===== src/rtl/scr_pkg.sv =====
package scr_pkg;
  localparam int unsigned SCR_WORD_W = 32;
  localparam int unsigned SCR_LANE_W = 8;
  localparam int unsigned SCR_LFSR_W = 7;
  // taps for x^7 and x^6, feedback shifted in at bit 0
  localparam logic [SCR_LFSR_W-1:0] SCR_TAPS = 7'b1100000;
  localparam logic [SCR_LFSR_W-1:0] SCR_SEED = 7'h7F;

  typedef enum logic {
    SCR_MODE_ACTIVE = 1'b0,
    SCR_MODE_RAW    = 1'b1
  } scr_mode_e;
endpackage


===== src/rtl/scr_keystream.sv =====
module scr_keystream #(
  parameter int unsigned WORD_W = 32,
  parameter int unsigned LFSR_W = 7,
  parameter logic [LFSR_W-1:0] TAPS = 7'b1100000,
  parameter logic [LFSR_W-1:0] SEED = 7'h7F
) (
  input  logic              clk_i,
  input  logic              rst_ni,
  input  logic              adv_i,
  input  logic              sof_i,
  output logic [WORD_W-1:0] ks_o
);
  logic [LFSR_W-1:0] state_q;
  logic [LFSR_W-1:0] base;
  logic [LFSR_W-1:0] walk;
  logic [WORD_W-1:0] ks;

  // unrolled WORD_W steps; first generated bit lands in the MSB
  always_comb begin
    base = sof_i ? SEED : state_q;
    walk = base;
    ks   = '0;
    for (int i = 0; i < WORD_W; i++) begin
      ks[WORD_W-1-i] = walk[LFSR_W-1];
      walk = {walk[LFSR_W-2:0], ^(walk & TAPS)};
    end
  end

  assign ks_o = ks;

  always_ff @(posedge clk_i or negedge rst_ni) begin
    if (!rst_ni)    state_q <= SEED;
    else if (adv_i) state_q <= walk;
  end


  state_hold_chk: assert property (@(posedge clk_i) disable iff (!rst_ni)
    !adv_i |=> $stable(state_q));


  reseed_chk: assert property (@(posedge clk_i) disable iff (!rst_ni)
    sof_i |-> ks_o[WORD_W-1 -: LFSR_W] == SEED);
endmodule


===== src/rtl/scr_datapath.sv =====
module scr_datapath
  import scr_pkg::*;
#(
  parameter int unsigned WORD_W = SCR_WORD_W,
  parameter int unsigned LANE_W = SCR_LANE_W,
  parameter int unsigned LFSR_W = SCR_LFSR_W,
  parameter logic [LFSR_W-1:0] TAPS = SCR_TAPS,
  parameter logic [LFSR_W-1:0] SEED = SCR_SEED,
  localparam int unsigned LANES = WORD_W / LANE_W
) (
  input  logic              clk_i,
  input  logic              rst_ni,
  input  logic              bypass_i,
  input  logic              valid_i,
  input  logic              sof_i,
  input  logic [LANES-1:0]  skip_i,
  input  logic [WORD_W-1:0] data_i,
  output logic              valid_o,
  output logic [WORD_W-1:0] data_o
);
  scr_mode_e         mode;
  logic [WORD_W-1:0] ks;
  logic [WORD_W-1:0] mixed;

  assign mode = bypass_i ? SCR_MODE_RAW : SCR_MODE_ACTIVE;

  scr_keystream #(
    .WORD_W(WORD_W),
    .LFSR_W(LFSR_W),
    .TAPS  (TAPS),
    .SEED  (SEED)
  ) u_ks (
    .clk_i (clk_i),
    .rst_ni(rst_ni),
    .adv_i (valid_i),
    .sof_i (sof_i),
    .ks_o  (ks)
  );

  for (genvar k = 0; k < LANES; k++) begin : g_lane
    logic pass;
    assign pass = skip_i[k] || (mode == SCR_MODE_RAW);
    assign mixed[k*LANE_W +: LANE_W] = pass ? data_i[k*LANE_W +: LANE_W]
                                            : data_i[k*LANE_W +: LANE_W] ^ ks[k*LANE_W +: LANE_W];


    lane_skip_chk: assert property (@(posedge clk_i) disable iff (!rst_ni)
      valid_i && skip_i[k] |=> data_o[k*LANE_W +: LANE_W] == $past(data_i[k*LANE_W +: LANE_W]));
  end

  always_ff @(posedge clk_i or negedge rst_ni) begin
    if (!rst_ni) begin
      valid_o <= 1'b0;
      data_o  <= '0;
    end else begin
      valid_o <= valid_i;
      if (valid_i) data_o <= mixed;
    end
  end


  valid_follow_chk: assert property (@(posedge clk_i) disable iff (!rst_ni)
    valid_i |=> valid_o);


  valid_drop_chk: assert property (@(posedge clk_i) disable iff (!rst_ni)
    !valid_i |=> !valid_o);


  idle_hold_chk: assert property (@(posedge clk_i) disable iff (!rst_ni)
    !valid_i |=> $stable(data_o));


  bypass_pass_chk: assert property (@(posedge clk_i) disable iff (!rst_ni)
    valid_i && bypass_i |=> data_o == $past(data_i));
endmodule


===== src/rtl/frame_scrambler.sv =====
module frame_scrambler
  import scr_pkg::*;
#(
  parameter int unsigned WORD_W = SCR_WORD_W,
  parameter int unsigned LANE_W = SCR_LANE_W,
  localparam int unsigned LANES = WORD_W / LANE_W
) (
  input  logic              clk_i,
  input  logic              rst_ni,
  input  logic              bypass_i,
  input  logic              tx_valid_i,
  input  logic              tx_sof_i,
  input  logic [LANES-1:0]  tx_skip_i,
  input  logic [WORD_W-1:0] tx_data_i,
  output logic              tx_valid_o,
  output logic [WORD_W-1:0] tx_data_o,
  input  logic              rx_valid_i,
  input  logic              rx_sof_i,
  input  logic [LANES-1:0]  rx_skip_i,
  input  logic [WORD_W-1:0] rx_data_i,
  output logic              rx_valid_o,
  output logic [WORD_W-1:0] rx_data_o
);
  scr_datapath #(.WORD_W(WORD_W), .LANE_W(LANE_W)) u_tx (
    .clk_i   (clk_i),
    .rst_ni  (rst_ni),
    .bypass_i(bypass_i),
    .valid_i (tx_valid_i),
    .sof_i   (tx_sof_i),
    .skip_i  (tx_skip_i),
    .data_i  (tx_data_i),
    .valid_o (tx_valid_o),
    .data_o  (tx_data_o)
  );

  // additive scheme: identical path restores the data
  scr_datapath #(.WORD_W(WORD_W), .LANE_W(LANE_W)) u_rx (
    .clk_i   (clk_i),
    .rst_ni  (rst_ni),
    .bypass_i(bypass_i),
    .valid_i (rx_valid_i),
    .sof_i   (rx_sof_i),
    .skip_i  (rx_skip_i),
    .data_i  (rx_data_i),
    .valid_o (rx_valid_o),
    .data_o  (rx_data_o)
  );
endmodule


===== config.mk =====
export PLATFORM = sky130hd
export DESIGN_NAME = frame_scrambler
export DESIGN_NICKNAME = d
export VERILOG_FILES = /design/src/rtl/scr_pkg.sv /design/src/rtl/scr_keystream.sv /design/src/rtl/scr_datapath.sv /design/src/rtl/frame_scrambler.sv
export SDC_FILE = /design/constraint.sdc
export NUM_CORES = 1
export LEC_CHECK = 0
export BUFFER_PORTS_ARGS = -buffer_cell sky130_fd_sc_hd__buf_2
export CAP_MARGIN = 20
export CORE_MARGIN = 10
export CORE_UTILIZATION = 25
export CTS_CLUSTER_SIZE = 28
export DETAILED_ROUTE_END_ITERATION = 8
export PLACE_DENSITY = 0.52
export SLEW_MARGIN = 25
export SYNTH_ARGS = -nofsm -noshare
export SYNTH_HDL_FRONTEND = slang
export SYNTH_SLANG_ARGS = --single-unit

===== constraint.sdc =====
create_clock -name clk_i -period 1.95 [get_ports clk_i]
set_clock_uncertainty 0.15 [all_clocks]
set_input_delay 0.195 -clock clk_i [delete_from_list [all_inputs] [get_ports clk_i]]
set_output_delay 0.195 -clock clk_i [all_outputs]
set_load 0.005 [all_outputs]

# After elaboration in Yosys (flattened, before gate mapping)
# Index checks and enable logic that the tools add are counted.
[word_totals] register_bits=80 wordCells=97
[op_classes] muxes=11 n_bitwise=8 reduce_logical=72
[ops] cell="$reduce_xor A7 Y1" n=64
[ops] cell="$mux W8" n=8
[ops] cell="$xor A8 B8 Y8" n=8
[ops] cell="$mux W7" n=2
[ops] cell="$logic_or A1 B1 Y1" n=8
[ops] cell="$mux W1" n=1

# Logic depth before layout (Yosys ltp)
# Gate-level depths: netlist of run 1.
[depth] depth_word=8 mapped_depth=6 ltp_nobuf=5

# Hierarchy
# A second synthesis of run 1 with hierarchy kept.
[hier_totals] hier_cells=530 hier_area_um2=5407.7
[modules_own_cells] mod="scr_datapath" instances=2 cells_each=175 area_each_um2=1900.6
[modules_own_cells] mod="scr_keystream" instances=2 cells_each=90 area_each_um2=803.3

# Worst setup path after synthesis of run 1
# OpenSTA, ideal clock, no wires.
[synth_path] path_kind="register -> register" from="reg u_tx.u_ks.state_q[4]" to="reg u_tx.data_o[4]" arrival_time_ps=1912 required_ps=1718 setup_slack_ps=-194 stages_incl_launch_ff=7 path_buffers=1 synth_period_minus_slack_ps=2144 cell_sequence="dfstp_2 -> buf_6 -> xor3_1 -> nor2_4 -> nor3_1 -> or4_1 -> a31oi_1"
[synth_via] elab_chain_cells=7
[synth_lines] item="from (decl)" line_no="scr_keystream.sv:13" text="logic [LFSR_W-1:0] state_q;"
[synth_lines] item="from (signal assigned)" line_no="scr_keystream.sv:33" text="else if (adv_i) state_q <= walk;"
[synth_lines] item="$mux W7 (*)" line_no="scr_keystream.sv:20" text="base = sof_i ? SEED : state_q;"
[synth_lines] item="$reduce_xor A7 Y1 (3 in a row)" line_no="scr_keystream.sv:25" text="walk = {walk[LFSR_W-2:0], ^(walk & TAPS)};"
[synth_lines] item="$reduce_xor A7 Y1 (*)" line_no="scr_keystream.sv:25"
[synth_lines] item="$xor A8 B8 Y8 (*)" line_no="scr_datapath.sv:44" text=": data_i[k*LANE_W +: LANE_W] ^ ks[k*LANE_W +: LANE_W];"
[synth_lines] item="$mux W8 (*)" line_no="scr_datapath.sv:43" text="assign mixed[k*LANE_W +: LANE_W] = pass ? data_i[k*LANE_W +: LANE_W]"
[synth_lines] item="to (signal assigned)" line_no="scr_datapath.sv:57" text="if (valid_i) data_o <= mixed;"
[synth_lines] item="to (decl)" line_no="scr_datapath.sv:19" text="output logic [WORD_W-1:0] data_o"
# Every way passes the cells marked *; elsewhere a longest branch is shown, timed or not.
# A chain may end at the register's enable or synchronous reset.

# Final worst setup path of run 1
# Same ends and word-level chain as after synthesis.

==> impl_metrics.env, run 1 <==
export IMPL_yosysUniqueCellTypes=36
export IMPL_setup_slack_ns=-0.08657
export IMPL_max_freq_ghz=0.4910
export IMPL_synth_top_cell_area_share=0.3562
export IMPL_finalSetupViolations=2
export IMPL_ys_ff_latch=80
export IMPL_power_static_leakage_nw=2.830
export IMPL_routed_wirelength_mm=14.81
export IMPL_synth_warnings=0
export IMPL_avgViaCountPerCell=4.272
export IMPL_yosys_most_used_dff="dfrtp_1"
export IMPL_routed_via_count=4007
export IMPL_die_area_um2=24400
export IMPL_final_core_utilization=0.3672
export IMPL_fillers=1827
export IMPL_initial_core_util=0.2564
export IMPL_worst_setup_path_end_kind="register"
export IMPL_synth_common_cells="89 x nor2_1, 66 x dfrtp_1, 64 x a21oi_1, 60 x xor2_1, 56 x xnor2_1"
export IMPL_boundaryPins=145
export IMPL_cts_max_level=3
export IMPL_synth_net_count=575
export IMPL_preCtsSetupSlack_ns=-0.08683
export IMPL_yosysTopAreaCell="dfrtp_1"
export IMPL_cp_max_fo=4
export IMPL_min_period_over_period=1.044
export IMPL_post_synth_main_area_contributors="dfrtp_1 36%, xor2_1 11%, xnor2_1 11%"
export IMPL_cts_tree="built"
export IMPL_share_of_post_route_cells_with_drive_strength_above_1=0.3579
export IMPL_critical_path_class="register to register"
export IMPL_grt_pass1_vias=4189
export IMPL_p_per_area_nw_per_um2=1466
export IMPL_worst_rel_slew_slack=0.7043
export IMPL_syn_to_final_growth_pct=43.23
export IMPL_timing_critical_path_arrival_ns=2.16
export IMPL_global_route_usage_total=0.1235
export IMPL_dp_hpwl_mm=11.57
export IMPL_route_detailed_drc=0
export IMPL_violated_checks="negative setup slack"
export IMPL_worst_endpoint_required_ns=2.07
export IMPL_clkLatencyLatePin_ns=0.35
export IMPL_fin_tns_setup_ns=-0.1720
export IMPL_clock_sinks=80
export IMPL_synth_avg_cell_area_um2=9.349
export IMPL_worst_ir_drop_vdd_v=0.0005258
export IMPL_final_period_minus_worst_setup_slack_ns=2.037
export IMPL_async_reset_ff_frac=1.000
export IMPL_floorplan_core_area_um2=18090
export IMPL_yosysMostFrequentCell="nor2_1"
export IMPL_number_of_input_and_output_port_buffers_inserted=144
export IMPL_nNetsFinal=781
export IMPL_critPathLaunchType="register"
export IMPL_firstDrtPassIters=4
export IMPL_grt_start_max_net_pins=33
export IMPL_hold_path_class="primary input to register"
export IMPL_cts_buffer_depth=2
export IMPL_synth_cell_area_um2=4637
export IMPL_ctsRootBufferMaster="clkbuf_16"
export IMPL_die_width_um=156.2
export IMPL_tightestPinTransition_ns=0.4436
export IMPL_detail_route_antenna_nets=0
export IMPL_synth_yosys_seq_area_share=0.4355
export IMPL_rsz0062_at_grt="yes"
export IMPL_numCtsBuffers=9
export IMPL_synth_cells=496
export IMPL_drt_iter0_markers=174
export IMPL_max_cap_viols=0
export IMPL_place_gp_congestion=0.8433
export IMPL_max_slew_violations=0
export IMPL_die_h_um=156.2
export IMPL_grt_antenna_before_repair=1
export IMPL_global_route_overflow_total=0
export IMPL_status="finished with violations"
export IMPL_grt_pass1_wl_mm=23.49
export IMPL_avgRoutedWirePerCell_um=15.78
export IMPL_synth_edff_count=0
export IMPL_timing_final_hold_violations=0
export IMPL_num_rows=49
export IMPL_cts_reportedPaths_clkPinSlew_ns=0.06
==> kinds of logic (layout without fill, tap and decap cells) <==
group	Yosys count	after routing	synth area share
AND/OR/NAND/NOR	142	142	0.1344
multiplexers	6	6	0.01457
buffers and inverters	42	253	0.03751
flip-flops	80	80	0.4355
other	0	2	0
XOR/XNOR	126	126	0.2658
AO/OA/AOI/OAI	100	100	0.1123
==> worst paths after layout <==
kind | from | to | slack [ns] | cells past startpoint
setup / recovery | u_tx.u_ks.state_q[4] | u_tx.data_o[4] | -0.09 | 5
hold / removal | rx_data_i[10] | u_rx.data_o[10] | 0.01 | 3
setup reg to reg | u_tx.u_ks.state_q[4] | u_tx.data_o[4] | -0.09 | 5
hold reg to reg | u_tx.data_o[0] | u_tx.data_o[0] | 0.36 | 2
max in group asynchronous | rst_ni | u_tx.u_ks.state_q[2] | 0.83 | 3
min in group asynchronous | rst_ni | u_rx.data_o[5] | 0.23 | 2
==> per-stage QoR <==
stage                     power [mW]  hold WS [ns]  cells  area [µm²]
final                          9.735       0.01195    938        6641
after global routing           10.45       0.01539    937        6639
after CTS                      9.685     0.0002696    932        6574
after detailed placement       7.649       0.01946    883        5899
after global placement         7.658       0.02433    883        5899
after floorplan                5.831       -0.2506    496        4639
==> cell usage in the layout, fill, tap and decap left out, types with 3 or more instances in the layout <==
cell / synthesis / layout
nand2_1: 18 / 18
a21oi_1: 64 / 64
xor2_1: 60 / 58
o22ai_1: 5 / 5
o21ai_1: 10 / 8
xnor2_4: 3 / 3
nor4_1: 6 / 5
dlygate4sd3_1: 0 / 33
buf_2: 7 / 143
clkinv_2: 0 / 3
dfstp_2: 14 / 14
o21ai_0: 16 / 16
xnor2_2: 4 / 4
clkbuf_16: 0 / 9
inv_1: 5 / 5
nor2_1: 89 / 88
buf_4: 0 / 53
xnor2_1: 56 / 56
nor2b_1: 6 / 6
dfrtp_1: 66 / 66
mux2_2: 6 / 6
nor3_1: 11 / 9
==> where the power goes <==
group	total (mW)	leakage (nW)	internal (mW)	switching, mW
Sequential	2.61	0.883	2.18	0.430
Clock	1.85	0.158	1.15	0.698
Combinational	5.28	1.79	2.83	2.45
==> timing repair <==
item	in CTS	in global routing
endpoints found under the setup margin	3	14
pin swaps	1	3
gates resized for setup	4	7
hold buffers	33	0
buffers inserted	0	4
endpoints found under the hold margin	61	0
==> registers in the layout (all words and copies together) (netlist names) <==
name / flops
u_rx.data_o: 32
u_rx.u_ks.state_q: 7
u_rx.valid_o: 1
u_tx.data_o: 32
u_tx.u_ks.state_q: 7
u_tx.valid_o: 1
==> layout make-up <==
| class | instances | area (µm²) | share of cell area |
|---|---|---|---|
| Clock inverter | 6 | 82.58 | 0.01243 |
| Multi-Input combinational cell | 374 | 2495 | 0.3757 |
| Antenna cell | 2 | 5.005 | 0.0007536 |
| Clock buffer | 10 | 239.0 | 0.03598 |
| Inverter | 5 | 18.77 | 0.002826 |
| Timing Repair Buffer | 232 | 1495 | 0.2251 |
| Sequential cell | 80 | 2019 | 0.3041 |
| Tap cell | 229 | 286.5 | 0.04314 |
==> layer usage <==
| layer | routed length (µm) | global-route usage |
|---|---|---|
| met4 | 317 | 0.05753 |
| met2 | 6907 | 0.1906 |
| met1 | 6929 | 0.1621 |
| met3 | 651 | 0.02564 |
| met5 | 0 | 0 |
==> critical path: stages, from the launching register on <==
cell and delay [ns]:
dfstp_2 0.57, xor3_1 0.45, nor2_4 0.11, nor3_2 0.05, or4_1 0.47, a31oi_1 0.16
(Power assumes the default switching activity.)
==> run 2: changes to the inputs <==
- SKIP_CTS_REPAIR_TIMING: not set -> 1
==> impl_metrics.env, run 2 (same netlist as run 1, synthesis figures left out) <==
export IMPL_finalSetupViolations=2
export IMPL_register_area_um2=2019
export IMPL_boundaryPins=145
export IMPL_worst_setup_path_end_kind="register"
export IMPL_critical_path_class="register to register"
export IMPL_cts_tree="built"
export IMPL_route_detailed_drc=0
export IMPL_final_core_utilization=0.3547
export IMPL_num_rows=49
export IMPL_die_area_um2=24400
export IMPL_grt_antenna_before_repair=0
export IMPL_layout_cells_most_common="buf_2"
export IMPL_antenna_diode_count=0
export IMPL_grt_pass1_wl_mm=22.75
export IMPL_routed_via_count=3933
export IMPL_final_period_minus_worst_setup_slack_ns=2.042
export IMPL_cts_reportedPaths_clkPinSlew_ns=0.06
export IMPL_worst_endpoint_required_ns=2.07
export IMPL_cp_max_fo=4
export IMPL_tightestPinTransition_ns=0.4478
export IMPL_max_cap_viols=0
export IMPL_detail_route_antenna_nets=0
export IMPL_clkLatencyLatePin_ns=0.35
export IMPL_numCtsBuffers=9
export IMPL_critPathLaunchType="register"
export IMPL_finalNonFillerCells=915
export IMPL_drt_iter0_markers=166
export IMPL_rsz0062_at_grt="yes"
export IMPL_firstDrtPassIters=4
export IMPL_die_h_um=156.2
export IMPL_multi_input_area_um2=2484
export IMPL_timing_critical_path_arrival_ns=2.16
export IMPL_status="finished with violations"
export IMPL_timing_final_hold_violations=4
export IMPL_grt_pass1_vias=4013
export IMPL_max_freq_ghz=0.4896
export IMPL_routed_wirelength_mm=14.57
export IMPL_number_of_input_and_output_port_buffers_inserted=144
export IMPL_cts_max_level=3
export IMPL_global_route_overflow_total=0
export IMPL_max_slew_violations=0
export IMPL_place_gp_congestion=0.8433
export IMPL_largestRegisters="u_rx.data_o (32), u_tx.data_o (32)"
export IMPL_p_per_area_nw_per_um2=1509
export IMPL_die_width_um=156.2
export IMPL_share_of_post_route_cells_with_drive_strength_above_1=0.3659
export IMPL_min_period_over_period=1.047
export IMPL_worst_rel_slew_slack=0.7015
export IMPL_grt_start_max_net_pins=33
export IMPL_avgRoutedWirePerCell_um=15.92
export IMPL_worst_ir_drop_vdd_v=0.0005062
export IMPL_global_route_usage_total=0.1204
export IMPL_fillers=1841
export IMPL_floorplan_core_area_um2=18090
export IMPL_power_static_leakage_nw=2.741
export IMPL_preCtsSetupSlack_ns=-0.08683
export IMPL_finalHoldWorstSlack_ns=-0.006592
export IMPL_violated_checks="negative hold slack, negative setup slack"
export IMPL_ctsRootBufferMaster="clkbuf_16"
export IMPL_initial_core_util=0.2564
export IMPL_clock_sinks=80
export IMPL_final_cell_mix="143 x buf_2, 88 x nor2_1, 66 x dfrtp_1, 64 x a21oi_1, 58 x xor2_1"
export IMPL_syn_to_final_growth_pct=38.34
export IMPL_setup_slack_ns=-0.09229
export IMPL_place_inst=883
export IMPL_dp_hpwl_mm=11.57
export IMPL_cts_buffer_depth=2
export IMPL_avgViaCountPerCell=4.298
export IMPL_nNetsFinal=760
export IMPL_hold_path_class="primary input to register"
-- run 2: worst paths after layout --
check                                      from              endpoint  slack (ns)  cells after the start
max                        u_tx.u_ks.state_q[4]        u_tx.data_o[4]       -0.09                      5
max reg2reg                u_tx.u_ks.state_q[4]        u_tx.data_o[4]       -0.09                      5
min reg2reg                      u_tx.data_o[0]        u_tx.data_o[0]        0.36                      2
min                               tx_data_i[22]       u_tx.data_o[22]      -0.007                      3
max in group asynchronous                rst_ni  u_tx.u_ks.state_q[2]        0.82                      3
min in group asynchronous                rst_ni        u_rx.data_o[5]        0.23                      2
-- run 2: layer usage --
metal  share of wire  vias to the layer above  routed length, µm  global-route usage
met5               0                        -                  0                   0
met4           0.022                        0                314             0.05303
met3           0.047                       16                683             0.02757
met2            0.46                       81               6726              0.1851
met1            0.47                     1832               6846              0.1580
li1                -                     2004                  -                   -
-- run 2: power breakdown --
part	total (mW)	leakage, nW	switching (mW)	internal, mW
clock network	1.85	0.158	0.700	1.15
logic	5.23	1.70	2.43	2.80
registers	2.61	0.883	0.426	2.18
total	9.68	2.74	3.56	6.13
-- run 2: stage by stage --
step | TNS [ns] | cell area (µm²) | hold slack [ns] | power, mW
5_1_grt | -0.4766 | 6415 | 0.0003942 | 10.39
3_5_place_dp | -0.1672 | 5899 | 0.01946 | 7.649
3_3_place_gp | -0.1206 | 5899 | 0.02433 | 7.658
2_1_floorplan | -0.3170 | 4639 | -0.2506 | 5.831
4_1_cts | -0.2144 | 6221 | -0.3625 | 9.580
6_report | -0.1713 | 6415 | -0.006592 | 9.681
-- run 2: final cells by class --
class,count,share of cell area
repair buffers,211,0.2003
clock inverters,6,0.01287
multi-input cells,374,0.3872
inverters,5,0.002926
well taps,229,0.04467
flip-flops and latches,80,0.3148
clock buffers,10,0.03725
-- run 2: worst max-delay path, stage by stage, from the launching register on --
cell and delay [ns]:
dfstp_2 0.57, xor3_1 0.45, nor2_4 0.10, nor3_1 0.06
or4_1 0.47, a31oi_1 0.16
